<file path="src/rtl/csgcr_pkg.sv">
package csgcr_pkg;

  localparam int unsigned DATA_W = 28;

  typedef enum logic {
    CFG_A = 1'b0,
    CFG_B = 1'b1
  } cfg_e;

  // Active-bit mask; bit index i corresponds to bus bit number i+1.
  function automatic logic [DATA_W-1:0] active_mask(input logic sel);
    logic [DATA_W-1:0] m;
    m = '0;
    for (int n = 1; n <= int'(DATA_W); n++) begin
      if (sel == CFG_A) begin
        m[n-1] = (n <= 5) || (n == 7) || (n >= 9 && n <= 12) || (n >= 17);
      end else begin
        m[n-1] = (n <= 12) || (n >= 17 && n <= 20) || (n == 22) || (n >= 24);
      end
    end
    return m;
  endfunction

endpackage

</file>
<file path="src/rtl/csgcr_rst_sync.sv">
module csgcr_rst_sync #(
  parameter int unsigned STAGES = 2
) (
  input  logic clk,
  input  logic rst_n,
  output logic rst_sync_n
);

  logic [STAGES-1:0] chain_q;
  logic [STAGES-1:0] chain_d;

  always_comb begin
    chain_d = {chain_q[STAGES-2:0], 1'b1};
  end

  always_ff @(posedge clk or negedge rst_n) begin
    if (!rst_n) begin
      chain_q <= '0;
    end else begin
      chain_q <= chain_d;
    end
  end

  assign rst_sync_n = chain_q[STAGES-1];

endmodule

</file>
<file path="src/rtl/csgcr_ctrl_reg.sv">
module csgcr_ctrl_reg #(
  parameter int unsigned W = 6
) (
  input  logic         clk,
  input  logic         rst_n,
  input  logic [W-1:0] d,
  output logic [W-1:0] q
);

  logic [W-1:0] q_r;
  logic [W-1:0] q_nxt;

  always_comb begin
    q_nxt = d;
  end

  always_ff @(posedge clk or negedge rst_n) begin
    if (!rst_n) begin
      q_r <= '0;
    end else begin
      q_r <= q_nxt;
    end
  end

  assign q = q_r;

  // control lines follow their inputs on every edge
  assert_ctrl_follow_R4: assert property (@(posedge clk) disable iff (!rst_n)
    1'b1 |=> (q == $past(d)));

endmodule

</file>
<file path="src/rtl/csgcr_data_reg.sv">
module csgcr_data_reg
  import csgcr_pkg::*;
#(
  parameter int unsigned W = DATA_W
) (
  input  logic         clk,
  input  logic         rst_n,
  input  logic         gate_en,
  input  logic [1:0]   cs_n,
  input  logic         cfg_sel,
  input  logic [W-1:0] d_in,
  output logic [W-1:0] q_data,
  output logic         cap_q
);

  logic         capture;
  logic [W-1:0] q_r;
  logic [W-1:0] q_nxt;
  logic         cap_nxt;

  always_comb begin
    capture = !gate_en || !(&cs_n);
    cap_nxt = capture;
    q_nxt   = q_r;
    if (capture) begin
      q_nxt = d_in & active_mask(cfg_sel);
    end
  end

  always_ff @(posedge clk or negedge rst_n) begin
    if (!rst_n) begin
      q_r   <= '0;
      cap_q <= 1'b0;
    end else begin
      q_r   <= q_nxt;
      cap_q <= cap_nxt;
    end
  end

  assign q_data = q_r;

  assert_load_ungated_R1: assert property (@(posedge clk) disable iff (!rst_n)
    !gate_en |=> (q_data == ($past(d_in) & active_mask($past(cfg_sel)))));

  assert_load_selected_R2: assert property (@(posedge clk) disable iff (!rst_n)
    (gate_en && (cs_n != 2'b11)) |=> (q_data == ($past(d_in) & active_mask($past(cfg_sel)))));

  assert_hold_deselected_R3: assert property (@(posedge clk) disable iff (!rst_n)
    (gate_en && (cs_n == 2'b11)) |=> $stable(q_data));

  assert_inactive_zero_R7: assert property (@(posedge clk) disable iff (!rst_n)
    (gate_en == 1'b0) |=> ((q_data & ~active_mask($past(cfg_sel))) == '0));

endmodule

</file>
<file path="src/rtl/csgcr_parity_chk.sv">
module csgcr_parity_chk #(
  parameter int unsigned W = 28
) (
  input  logic         clk,
  input  logic         rst_n,
  input  logic [W-1:0] q_data,
  input  logic         cap_q,
  input  logic         par_in,
  output logic         err_n
);

  logic mismatch;
  logic err_nxt;
  logic err_r;

  always_comb begin
    mismatch = (^q_data) ^ par_in;
    err_nxt  = 1'b1;
    if (cap_q) begin
      err_nxt = !mismatch;
    end
  end

  always_ff @(posedge clk or negedge rst_n) begin
    if (!rst_n) begin
      err_r <= 1'b1;
    end else begin
      err_r <= err_nxt;
    end
  end

  assign err_n = err_r;

  assert_no_check_when_held_R8: assert property (@(posedge clk) disable iff (!rst_n)
    !cap_q |=> err_n);

  assert_flag_on_mismatch_R5: assert property (@(posedge clk) disable iff (!rst_n)
    (cap_q && ((^q_data) != par_in)) |=> !err_n);

  assert_err_after_capture_R6: assert property (@(posedge clk) disable iff (!rst_n)
    $fell(err_n) |-> $past(cap_q));

endmodule

</file>
<file path="src/rtl/csgate_cmd_reg.sv">
module csgate_cmd_reg
  import csgcr_pkg::*;
(
  input  logic              clk,
  input  logic              rst_n,
  input  logic              cfg_sel,
  input  logic              gate_en,
  input  logic [DATA_W-1:0] d_in,
  input  logic              par_in,
  input  logic [1:0]        cs_n_in,
  input  logic [1:0]        odt_in,
  input  logic [1:0]        cke_in,
  output logic [DATA_W-1:0] q_data,
  output logic [1:0]        cs_n_q,
  output logic [1:0]        odt_q,
  output logic [1:0]        cke_q,
  output logic              err_n
);

  localparam int unsigned CTRL_W = 6;

  logic              rst_int_n;
  logic              cap_q;
  logic [CTRL_W-1:0] ctrl_q;

  csgcr_rst_sync #(.STAGES(2)) u_rst (
    .clk        (clk),
    .rst_n      (rst_n),
    .rst_sync_n (rst_int_n)
  );

  csgcr_data_reg #(.W(DATA_W)) u_data (
    .clk     (clk),
    .rst_n   (rst_int_n),
    .gate_en (gate_en),
    .cs_n    (cs_n_in),
    .cfg_sel (cfg_sel),
    .d_in    (d_in),
    .q_data  (q_data),
    .cap_q   (cap_q)
  );

  csgcr_ctrl_reg #(.W(CTRL_W)) u_ctrl (
    .clk   (clk),
    .rst_n (rst_int_n),
    .d     ({cke_in, odt_in, cs_n_in}),
    .q     (ctrl_q)
  );

  assign cs_n_q = ctrl_q[1:0];
  assign odt_q  = ctrl_q[3:2];
  assign cke_q  = ctrl_q[5:4];

  csgcr_parity_chk #(.W(DATA_W)) u_par (
    .clk    (clk),
    .rst_n  (rst_int_n),
    .q_data (q_data),
    .cap_q  (cap_q),
    .par_in (par_in),
    .err_n  (err_n)
  );

endmodule

</file>
<file path="config.mk">
export PLATFORM = sky130hd
export DESIGN_NAME = csgate_cmd_reg
export DESIGN_NICKNAME = d
export VERILOG_FILES = /design/src/rtl/csgcr_pkg.sv /design/src/rtl/csgcr_rst_sync.sv /design/src/rtl/csgcr_ctrl_reg.sv /design/src/rtl/csgcr_data_reg.sv /design/src/rtl/csgcr_parity_chk.sv /design/src/rtl/csgate_cmd_reg.sv
export SDC_FILE = /design/constraint.sdc
export NUM_CORES = 1
export LEC_CHECK = 0
export CAP_MARGIN = 20
export CORE_MARGIN = 1
export CORE_UTILIZATION = 39
export CTS_CLUSTER_DIAMETER = 150
export DETAILED_ROUTE_END_ITERATION = 16
export HOLD_SLACK_MARGIN = 0.05
export PLACE_DENSITY_LB_ADDON = 0.15
export SLEW_MARGIN = 0
export SYNTH_ARGS = -nofsm -noshare
export SYNTH_HDL_FRONTEND = slang
export SYNTH_SLANG_ARGS = --single-unit
export TNS_END_PERCENT = 30
</file>
<file path="constraint.sdc">
create_clock -name clk -period 1.3 [get_ports clk]
set_clock_uncertainty 0.1 [all_clocks]
set_input_delay 0.13 -clock clk [delete_from_list [all_inputs] [get_ports clk]]
set_output_delay 0.13 -clock clk [all_outputs]
set_load 0.1 [all_outputs]
</file>
# --- Word level (Yosys, flattened, before mapping) ---
# Cells that the tools add are included.
classes:
  mux: 7
  bitwise_logic: 2
  n_reduce_logical: 6
op_table:
  columns: ["operator", "n"]
  rows:
  - ["$and 28x28->28", 1]
  - ["$reduce_xor 28->1", 1]
  - ["$mux 1", 7]
  - ["$logic_not 1->1", 3]
  - ["$reduce_and 2->1", 1]
  - ["$logic_or 1x1->1", 1]
  - ["$xor 1x1->1", 1]
totals:
  reg_bits: 38
  in_bits: 39
  out_inout_bits: 35
  elab_cells: 20

# --- Logic depth before layout (Yosys ltp) ---
# Gate-level depths: netlist (run 1).
depth:
  depth_word: 5
  depth_mapped: 5
  mapped_depth_nobuf: 5

# --- Cells and area by module ---
# Synthesis (run 1) repeated with hierarchy kept, for this count alone.
hier_totals:
  cells_unflattened: 99
  hier_area_um2: 1560.2
by_module_without_submodules:
  columns: ["mod", "instances", "cells_per_inst", "area_per_inst_um2", "seq_area_each_um2"]
  rows:
  - ["csgcr_data_reg", 1, 63, 1058.5, 625.6]
  - ["csgcr_parity_chk", 1, 27, 297.8, 26.3]
  - ["csgcr_ctrl_reg", 1, 6, 150.1, 150.1]
  - ["csgcr_rst_sync", 1, 3, 53.8, 50.0]

# --- Worst setup path before layout (run 1) ---
# OpenSTA, ideal clock, no wires.
synth_path:
  path_kind: "flip-flop to flip-flop"
  start: "reg u_data.q_r[27] (netlist: u_data.q_data[27])"
  end: "reg u_par.err_r (netlist: u_par.err_n)"
  setup_time_ns: 0.076
  arrival_ns: 1.927
  setup_slack_ns: -0.803
  stages_incl_launch_ff: 6
  path_buffers: 0
  cell_sequence: "dfrtp_1 > xnor2_1 > xnor2_1 > xnor3_1 > xnor3_1 > nand2_1"
synth_via:
  elab_chain_cells: 4
synth_lines:
  columns: ["element", "line_no", "text"]
  rows:
  - ["start, declared", "csgcr_data_reg.sv:17", "logic [W-1:0] q_r;"]
  - ["start signal, assigned", "csgcr_data_reg.sv:35", "q_r <= q_nxt;"]
  - ["$reduce_xor 28->1", "csgcr_parity_chk.sv:17", "mismatch = (^q_data) ^ par_in;"]
  - ["$xor 1x1->1", "csgcr_parity_chk.sv:17", null]
  - ["$logic_not 1->1", "csgcr_parity_chk.sv:20", "err_nxt = !mismatch;"]
  - ["$mux 1", "csgcr_parity_chk.sv:19", "if (cap_q) begin"]
  - ["via u_par.err_nxt", "csgcr_parity_chk.sv:13", "logic err_nxt;"]
  - ["end signal, assigned", "csgcr_parity_chk.sv:28", "err_r <= err_nxt;"]
  - ["end, declared", "csgcr_parity_chk.sv:14", "logic err_r;"]
# The timed path passes the listed nets, and every way through them passes these cells.
# A chain may end at the register's enable or synchronous reset.

# --- Worst setup path after layout (run 1) ---
layout_path:
  start: "reg u_data.q_r[20] (netlist: u_data.q_data[20])"
  end: "reg u_par.err_r (netlist: u_par.err_n)"
# Same word-level chain as after synthesis.

==> results of run 1 <==
==> cells by family (layout without fill, tap and decap cells) <==
kind of cell / count (synthesis) / in the layout / share of synthesized area (%)
DFF: 34 / 34 / 59.79
xor gates and xnor gates: 22 / 22 / 15.98
muxes: 20 / 20 / 15.80
buffers and inverters: 11 / 107 / 4.126
and+or+nand+nor: 6 / 6 / 2.370
AOI/OAI and AO/OA: 4 / 4 / 1.405
other: 2 / 5 / 0.5270
==> power by group through the flow <==
| stage | Combinational (W) | Sequential (W) | Clock, W |
|---|---|---|---|
| floorplan | 0.000421 | 0.00186 | 0 |
| global placement | 0.00163 | 0.00125 | 0 |
| detailed placement | 0.00166 | 0.00127 | 0 |
| CTS | 0.00169 | 0.00125 | 0.000748 |
| global route | 0.00177 | 0.00127 | 0.000813 |
| finish | 0.00170 | 0.00126 | 0.000734 |
==> worst max-delay path by stage <==
| stage | end | slack [ps] | cells past startpoint |
|---|---|---|---|
| after detailed placement | u_par.err_n$_DFF_PN1_ | -390 | 6 |
| after global routing | u_par.err_n$_DFF_PN1_ | -400 | 5 |
| final | u_par.err_n$_DFF_PN1_ | -350 | 5 |
| after CTS | u_par.err_n$_DFF_PN1_ | -310 | 5 |
| after global placement | u_par.err_n$_DFF_PN1_ | -330 | 6 |
| after floorplan | u_par.err_n$_DFF_PN1_ | -460 | 5 |
==> area by class of cell <==
cell class | count | area [um^2] | area share (%)
Clock buffer | 7 | 45.04 | 1.554
Clock inverter | 1 | 30.03 | 1.036
Inverter | 4 | 15.01 | 0.5181
Multi-Input combinational cell | 57 | 570.5 | 19.69
Sequential cell | 34 | 899.6 | 31.04
Tap cell | 46 | 57.56 | 1.986
Timing Repair Buffer | 95 | 1280 | 44.17
==> metrics by stage <==
| step | power (W) | hold slack [ps] | cells | setup slack [ps] |
|---|---|---|---|---|
| detailed placement | 0.002923 | 165.7 | 234 | -385.6 |
| CTS | 0.003695 | 133.0 | 243 | -308.8 |
| finish | 0.003696 | 142.4 | 244 | -348.4 |
| floorplan | 0.002277 | -265.6 | 102 | -464.2 |
| global route | 0.003846 | 118.4 | 244 | -399.8 |
| global placement | 0.002880 | 159.9 | 234 | -330.7 |
==> placed cells by master, fill, tap and decap left out, drive strengths merged <==
| master | count |
|---|---|
| buf | 60 |
| clkdlybuf4s50 | 34 |
| dfrtp | 33 |
| mux2 | 20 |
| xnor2 | 18 |
| clkbuf | 7 |
| conb | 5 |
| inv | 4 |
| o21ai | 4 |
| nand3 | 3 |
| xor2 | 2 |
| xnor3 | 2 |
| nand3b | 2 |
| nand2 | 1 |
| bufinv | 1 |
| dlygate4sd3 | 1 |
| dfstp | 1 |
==> flip-flops by register name (all words and copies together) (netlist names) <==
signal	cells
u_data.q_data	24
u_ctrl.q	6
u_rst.chain_q	2
u_data.cap_q	1
u_par.err_n	1
==> timing repair <==
item | in CTS | in global routing
resized for setup | 16 | 12
gates cloned | 0 | 0
hold endpoints to repair | 2 | 0
hold buffers | 1 | 0
pin swaps | 3 | 0
setup buffers | 1 | 4
endpoints found under the setup margin | 10 | 26
==> cell usage after synthesis, drive strengths merged <==
cell type,instances,area share [%]
xor2,2,1.2
xnor3,2,3.2
dfrtp,33,58
nand2,1,0.26
xnor2,18,12
o21ai,4,1.4
clkbuf,1,0.26
nand3b,2,1.1
conb,2,0.53
buf,6,2.8
nand3,3,1.1
dfstp,1,1.8
mux2,20,16
inv,4,1.1
==> per-layer routing <==
layer	vias to the layer above	share of wire (%)	track usage, %
li1	512	-	-
met4	0	0.86	6.105
met5	-	0	0
met3	4	3.8	5.839
met2	35	61	39.67
met1	532	35	24.57
==> results by group, run 1 <==
Outcome
  – Status: finished, violations left
  – Failing checks: setup timing

Power and ir drop
  – Seq pwr share: 34.0%
  – Net Switching: 0.001337 W
  – Power Density: between 1000 and 1500 mW/mm^2
  – Cell-internal power: ~0.0024 W
  – Clock share of power: about 20%
  – Lkg Pwr: 1.254 nW
  – Comb power frac: a little under half
  – Peak VDD IR: 861.3 uV
  – Switching Share: a little over a third

STA
  – FMAX: ~610 MHz
  – RSZ-0062 raised after global routing: true
  – Final setup TNS: -655.0 ps
  – Final period utilization: 126.8%
  – Final WS setup: -348.4 ps
  – Fin. max-slew vios: 0
  – Crit path time final: 1648 ps
  – Count of final setup violators: 8
  – Final hold vios: 0

Yosys
  – Yosys warns: 0
  – Yosys cell types: 16
  – Flops & latches, synth: 34
  – Register area share after synthesis: 59.79%
  – Synthesized area: 0.001425 mm^2
  – Synthesized area per cell: roughly 14 um^2
  – Cell count after synthesis: approximately 100

Final layout
  – Layout cells sized above 1: between 50% and 60%
  – Nets: ~240
  – Number of diodes: 0
  – Synthesis-to-layout area growth: 103.3%
  – Post-route cell area: a little under 0.003 mm^2
  – Final Core Density: roughly 85%
  – # fillers: approximately 180

Clock tree
  – CTS tree: yes
  – Worst-Skew Late Latency: roughly 310 ps
  – TritonCTS buffer count: 5
  – Clock sink count: 34
  – Root Buffer: clkbuf_4
  – H-tree depth: 2
  – Clock-pin slew on the worst setup and hold paths: approximately 110 ps
  – Clock buffer depth: 2

Placed design
  – DP HPWL: roughly 2700 um
  – IO Port Bufs: 65
  – Routability cong.: roughly 0.72
  – Dpl cell area: around 0.0027 mm^2

Floorplanning
  – Starting Density: about two fifths
  – # IOs: 74
  – DIE WIDTH: about 62 um
  – FP Rows: 21
  – Core ar.: between 0.003 and 0.004 mm^2
  – Die height: approximately 62 um
  – Die Footprint: roughly 0.0039 mm^2

Hold path
  – HP Start: odt_in[0]
  – Worst Hold Path EP: u_ctrl.q[2]$_DFF_PN0_
  – Worst hold path type: in2reg
  – WHS Path Cells: 1

GRT
  – First-pass GRT wire length: ~6300 um
  – GRT overflow: 0
  – GRT Overall Usage: a little over a fifth
  – Vias in the first global route: approximately 1300
  – Antenna violations before repair: 0
  – Pin count of the biggest net entering global routing: 33

Worst setup path
  – Data arrival, critical path: between 1500 and 2000 ps
  – Critical path endpoint category: flip-flop
  – Setup CP Type: reg2reg
  – CP max stage delay: between 500 and 600 ps
  – Worst Path Required: 1470 ps
  – CP cell instances: xnor2_2 > xnor2_2 > xnor3_1 > xnor3_1 > nand2_1
  – Reg2Reg Depth: 5
  – Reg-to-reg setup timing slack: -350 ps
  – Slowest stage cell, crit path: dfrtp_4
  – Setup crit start kind: flip-flop
  – CP max FO: 2
  – Critical path's top delay family: XOR/XNOR gates
  – Crit path from: u_data.q_data[20]$_DFFE_PN0P_
  – Worst reg2reg path endpoint: u_par.err_n$_DFF_PN1_
  – Bufs and invs on worst path: 0
  – Worst R2R Start: u_data.q_data[20]$_DFFE_PN0P_

Drt
  – Routed len/inst: 15.29 um
  – Detailed-route vias per instance: ~4.4
  – Via Count: roughly 1100
  – First-pass iteration count of the detailed router: 4
  – Remaining DRCs: 0
  – Post-route antenna net violation count: 0
  – Final wirelength: between 3000 and 4000 um
  – DRT iter0 DRCs: 15

Run
  – Max-cap violations: 0
(Power assumes the default switching activity.)
==> run 2: changes to the inputs <==
--- a/config.mk
+++ b/config.mk
@@ -7,7 +7,7 @@
 export LEC_CHECK = 0
 export CAP_MARGIN = 20
 export CORE_MARGIN = 1
-export CORE_UTILIZATION = 39
+export CORE_UTILIZATION = 35
 export CTS_CLUSTER_DIAMETER = 150
 export DETAILED_ROUTE_END_ITERATION = 16
 export HOLD_SLACK_MARGIN = 0.05
==> constraint.sdc (replaced) <==
create_clock -name clk -period 1.4 [get_ports clk]
set_clock_uncertainty 0.1 [all_clocks]
set_input_delay 0.14 -clock clk [delete_from_list [all_inputs] [get_ports clk]]
set_output_delay 0.14 -clock clk [all_outputs]
set_load 0.1 [all_outputs]
==> run 2 against run 1 <==
Against the previous run: the flow still finishes with violations (setup timing); sequential cell count unchanged; global-route usage down 4.4 points; cell count shrank 0.82%; sequential power shrank 8%; combinational power fell by 9%; largest power group unchanged.
==> results by group, run 2 (synthesis results as in run 1) <==
Outcome
  – Status: finished, violations left (unchanged)
  – Failing checks: setup timing (unchanged)

Worst setup path
  – Reg-to-reg setup timing slack: -210 ps (was -350 ps)
  – Worst Path Required: 1520 ps (was 1470 ps)
  – Critical path endpoint category: flip-flop (unchanged)
  – CP max FO: 2 (unchanged)
  – Data arrival, critical path: 1730 ps (was 1820 ps)
  – Setup CP Type: reg2reg (unchanged)
  – Setup crit start kind: flip-flop (unchanged)

Power and ir drop
  – Lkg Pwr: 1.235 nW (was 1.254 nW)
  – Net Switching: 0.001242 W (was 0.001337 W)
  – Seq pwr share: 33.9% (was 34.0%)
  – Peak VDD IR: 660.0 uV (was 861.3 uV)
  – Clock share of power: 21.1% (was 19.8%)
  – Cell-internal power: 0.002183 W (was 0.002359 W)
  – Comb power frac: 45.0% (was 46.1%)
  – Power Density: 1208 mW/mm^2 (was 1276 mW/mm^2)
  – Switching Share: 36.25% (was 36.18%)

Drt
  – Metal2 WL: 1771 um (was 2261 um)
  – First-pass iteration count of the detailed router: 2 (was 4)
  – Final wirelength: 3181 um (was 3731 um)
  – DRT iter0 DRCs: 20 (was 15)
  – Via Count: 1045 (was 1083)
  – Routed len/inst: 13.14 um (was 15.29 um)
  – Detailed-route vias per instance: 4.318 (was 4.439)
  – Post-route antenna net violation count: 0 (unchanged)
  – Max layer used: met4 (unchanged)
  – Routed wire length on met3: 156 um (was 143 um)
  – Remaining DRCs: 0 (unchanged)
  – Wire length on met1: 1216 um (was 1294 um)

Placed design
  – Placed insts: 233 (was 234)
  – Worst slack at placement: -270.4 ps (was -385.6 ps)
  – IO Port Bufs: 65 (unchanged)
  – DP HPWL: 2452 um (was 2711 um)
  – Routability cong.: 0.6746 (was 0.7191)

Floorplanning
  – # IOs: 74 (unchanged)
  – Die height: 65.81 um (was 62.45 um)
  – FP Rows: 22 (was 21)
  – Die Footprint: 0.004331 mm^2 (was 0.003900 mm^2)
  – Core ar.: 0.003771 mm^2 (was 0.003416 mm^2)
  – Starting Density: 37.79% (was 41.72%)
  – DIE WIDTH: 65.81 um (was 62.45 um)

STA
  – Count of final setup violators: 1 (was 8)
  – Final hold vios: 0 (unchanged)
  – RSZ-0062 raised after global routing: true (unchanged)
  – Crit path time final: 1607 ps (was 1648 ps)
  – Final period utilization: 114.8% (was 126.8%)
  – FMAX: 622.4 MHz (was 606.7 MHz)
  – Final WS setup: -206.7 ps (was -348.4 ps)
  – Final setup TNS: -206.7 ps (was -655.0 ps)
  – Fin. max-slew vios: 0 (unchanged)

Run
  – Max-cap violations: 0 (unchanged)

Clock tree
  – Root Buffer: clkbuf_8 (was clkbuf_4)
  – Clock sink count: 34 (unchanged)
  – TritonCTS buffer count: 5 (unchanged)
  – Worst-Skew Late Latency: 280 ps (was 310 ps)
  – Clock buffer depth: 2 (unchanged)
  – CTS tree: yes (unchanged)
  – Clock-pin slew on the worst setup and hold paths: 60 ps (was 110 ps)
  – H-tree depth: 2 (unchanged)

GRT
  – Pin count of the biggest net entering global routing: 30 (was 33)
  – GRT overflow: 0 (unchanged)
  – First-pass GRT wire length: 5409 um (was 6306 um)
  – Vias in the first global route: 1140 (was 1250)
  – Antenna violations before repair: 0 (unchanged)
  – GRT Overall Usage: 17.28% (was 21.68%)

Final layout
  – Layout cells sized above 1: 60.31% (was 59.60%)
  – Non-filler cells in the finished layout: 242 (was 244)
  – Largest register FFs: 24 (unchanged)
  – Nets: 232 (was 236)
  – Most frequent cells in the layout: clkdlybuf4s50_1, buf_12, buf_4 (was clkdlybuf4s50_1, buf_12, buf_6)
  – Final Core Density: 75.18% (was 84.84%)
  – Most common cell after layout, fill and taps aside: clkdlybuf4s50_1 (unchanged)
  – Number of diodes: 0 (unchanged)
  – Synthesis-to-layout area growth: 98.95% (was 103.3%)

Hold path
  – Worst hold path type: reg2async (was in2reg)
-- run 2: worst paths after layout --
kind | startpoint | endpoint | cells past startpoint
max | u_data.q_data[8]$_DFFE_PN0P_ | u_par.err_n$_DFF_PN1_ | 5
min in group clk | odt_in[1] | u_ctrl.q[3]$_DFF_PN0_ | 1
max reg2reg | u_data.q_data[8]$_DFFE_PN0P_ | u_par.err_n$_DFF_PN1_ | 5
max in group asynchronous | u_rst.chain_q[1]$_DFF_PN0_ | u_par.err_n$_DFF_PN1_ | 1
min | u_rst.chain_q[1]$_DFF_PN0_ | u_data.q_data[9]$_DFFE_PN0P_ | 0
min reg2reg | u_rst.chain_q[1]$_DFF_PN0_ | u_data.q_data[9]$_DFFE_PN0P_ | 0
-- run 2: stage by stage --
stage / hold WS [ps] / total power, W / cell area [um^2]
floorplan: -255.6 / 0.002114 / 1499
global placement: 63.56 / 0.002675 / 2689
detailed placement: 65.96 / 0.002699 / 2689
CTS: 73.12 / 0.003466 / 2835
global route: 96.81 / 0.003559 / 2835
finish: 58.77 / 0.003425 / 2835
-- run 2: repair_timing --
action	4_1_cts	5_1_grt
hold buffers	1	0
buffers inserted	0	0
endpoints found under the setup margin	1	1
cloned	0	0
gates resized for setup	6	0
hold endpoints to repair	2	0
pin swaps	4	0
-- run 2: per-layer routing --
layer	vias to the layer above	GRT usage, %
li1	501	-
met1	503	19.64
met2	37	30.23
met3	4	4.138
met4	0	8.152
met5	-	0
-- run 2: area by class of cell --
class / count / area (um^2)
sequential: 34 / 899.6
inverter: 4 / 15.01
multi-input combinational: 57 / 585.6
clock buffer: 7 / 86.33
timing repair buffer: 91 / 1184
clock inverter: 1 / 5.005
tap: 48 / 60.06
fill: 236 / 935.9
-- run 2: critical path, cell delays in order, from the launching register on --
cell	delay (ps)
dfrtp_2	430
xnor2_2	200
xnor2_1	170
xnor2_1	170
xnor3_1	410
nand2_1	80
-- run 2: power by group through the flow --
stage	Sequential, W	Combinational (W)	Clock (W)
floorplan	0.00172	0.000391	0
global placement	0.00117	0.00150	0
detailed placement	0.00118	0.00152	0
CTS	0.00116	0.00155	0.000752
global route	0.00117	0.00160	0.000791
finish	0.00116	0.00154	0.000724
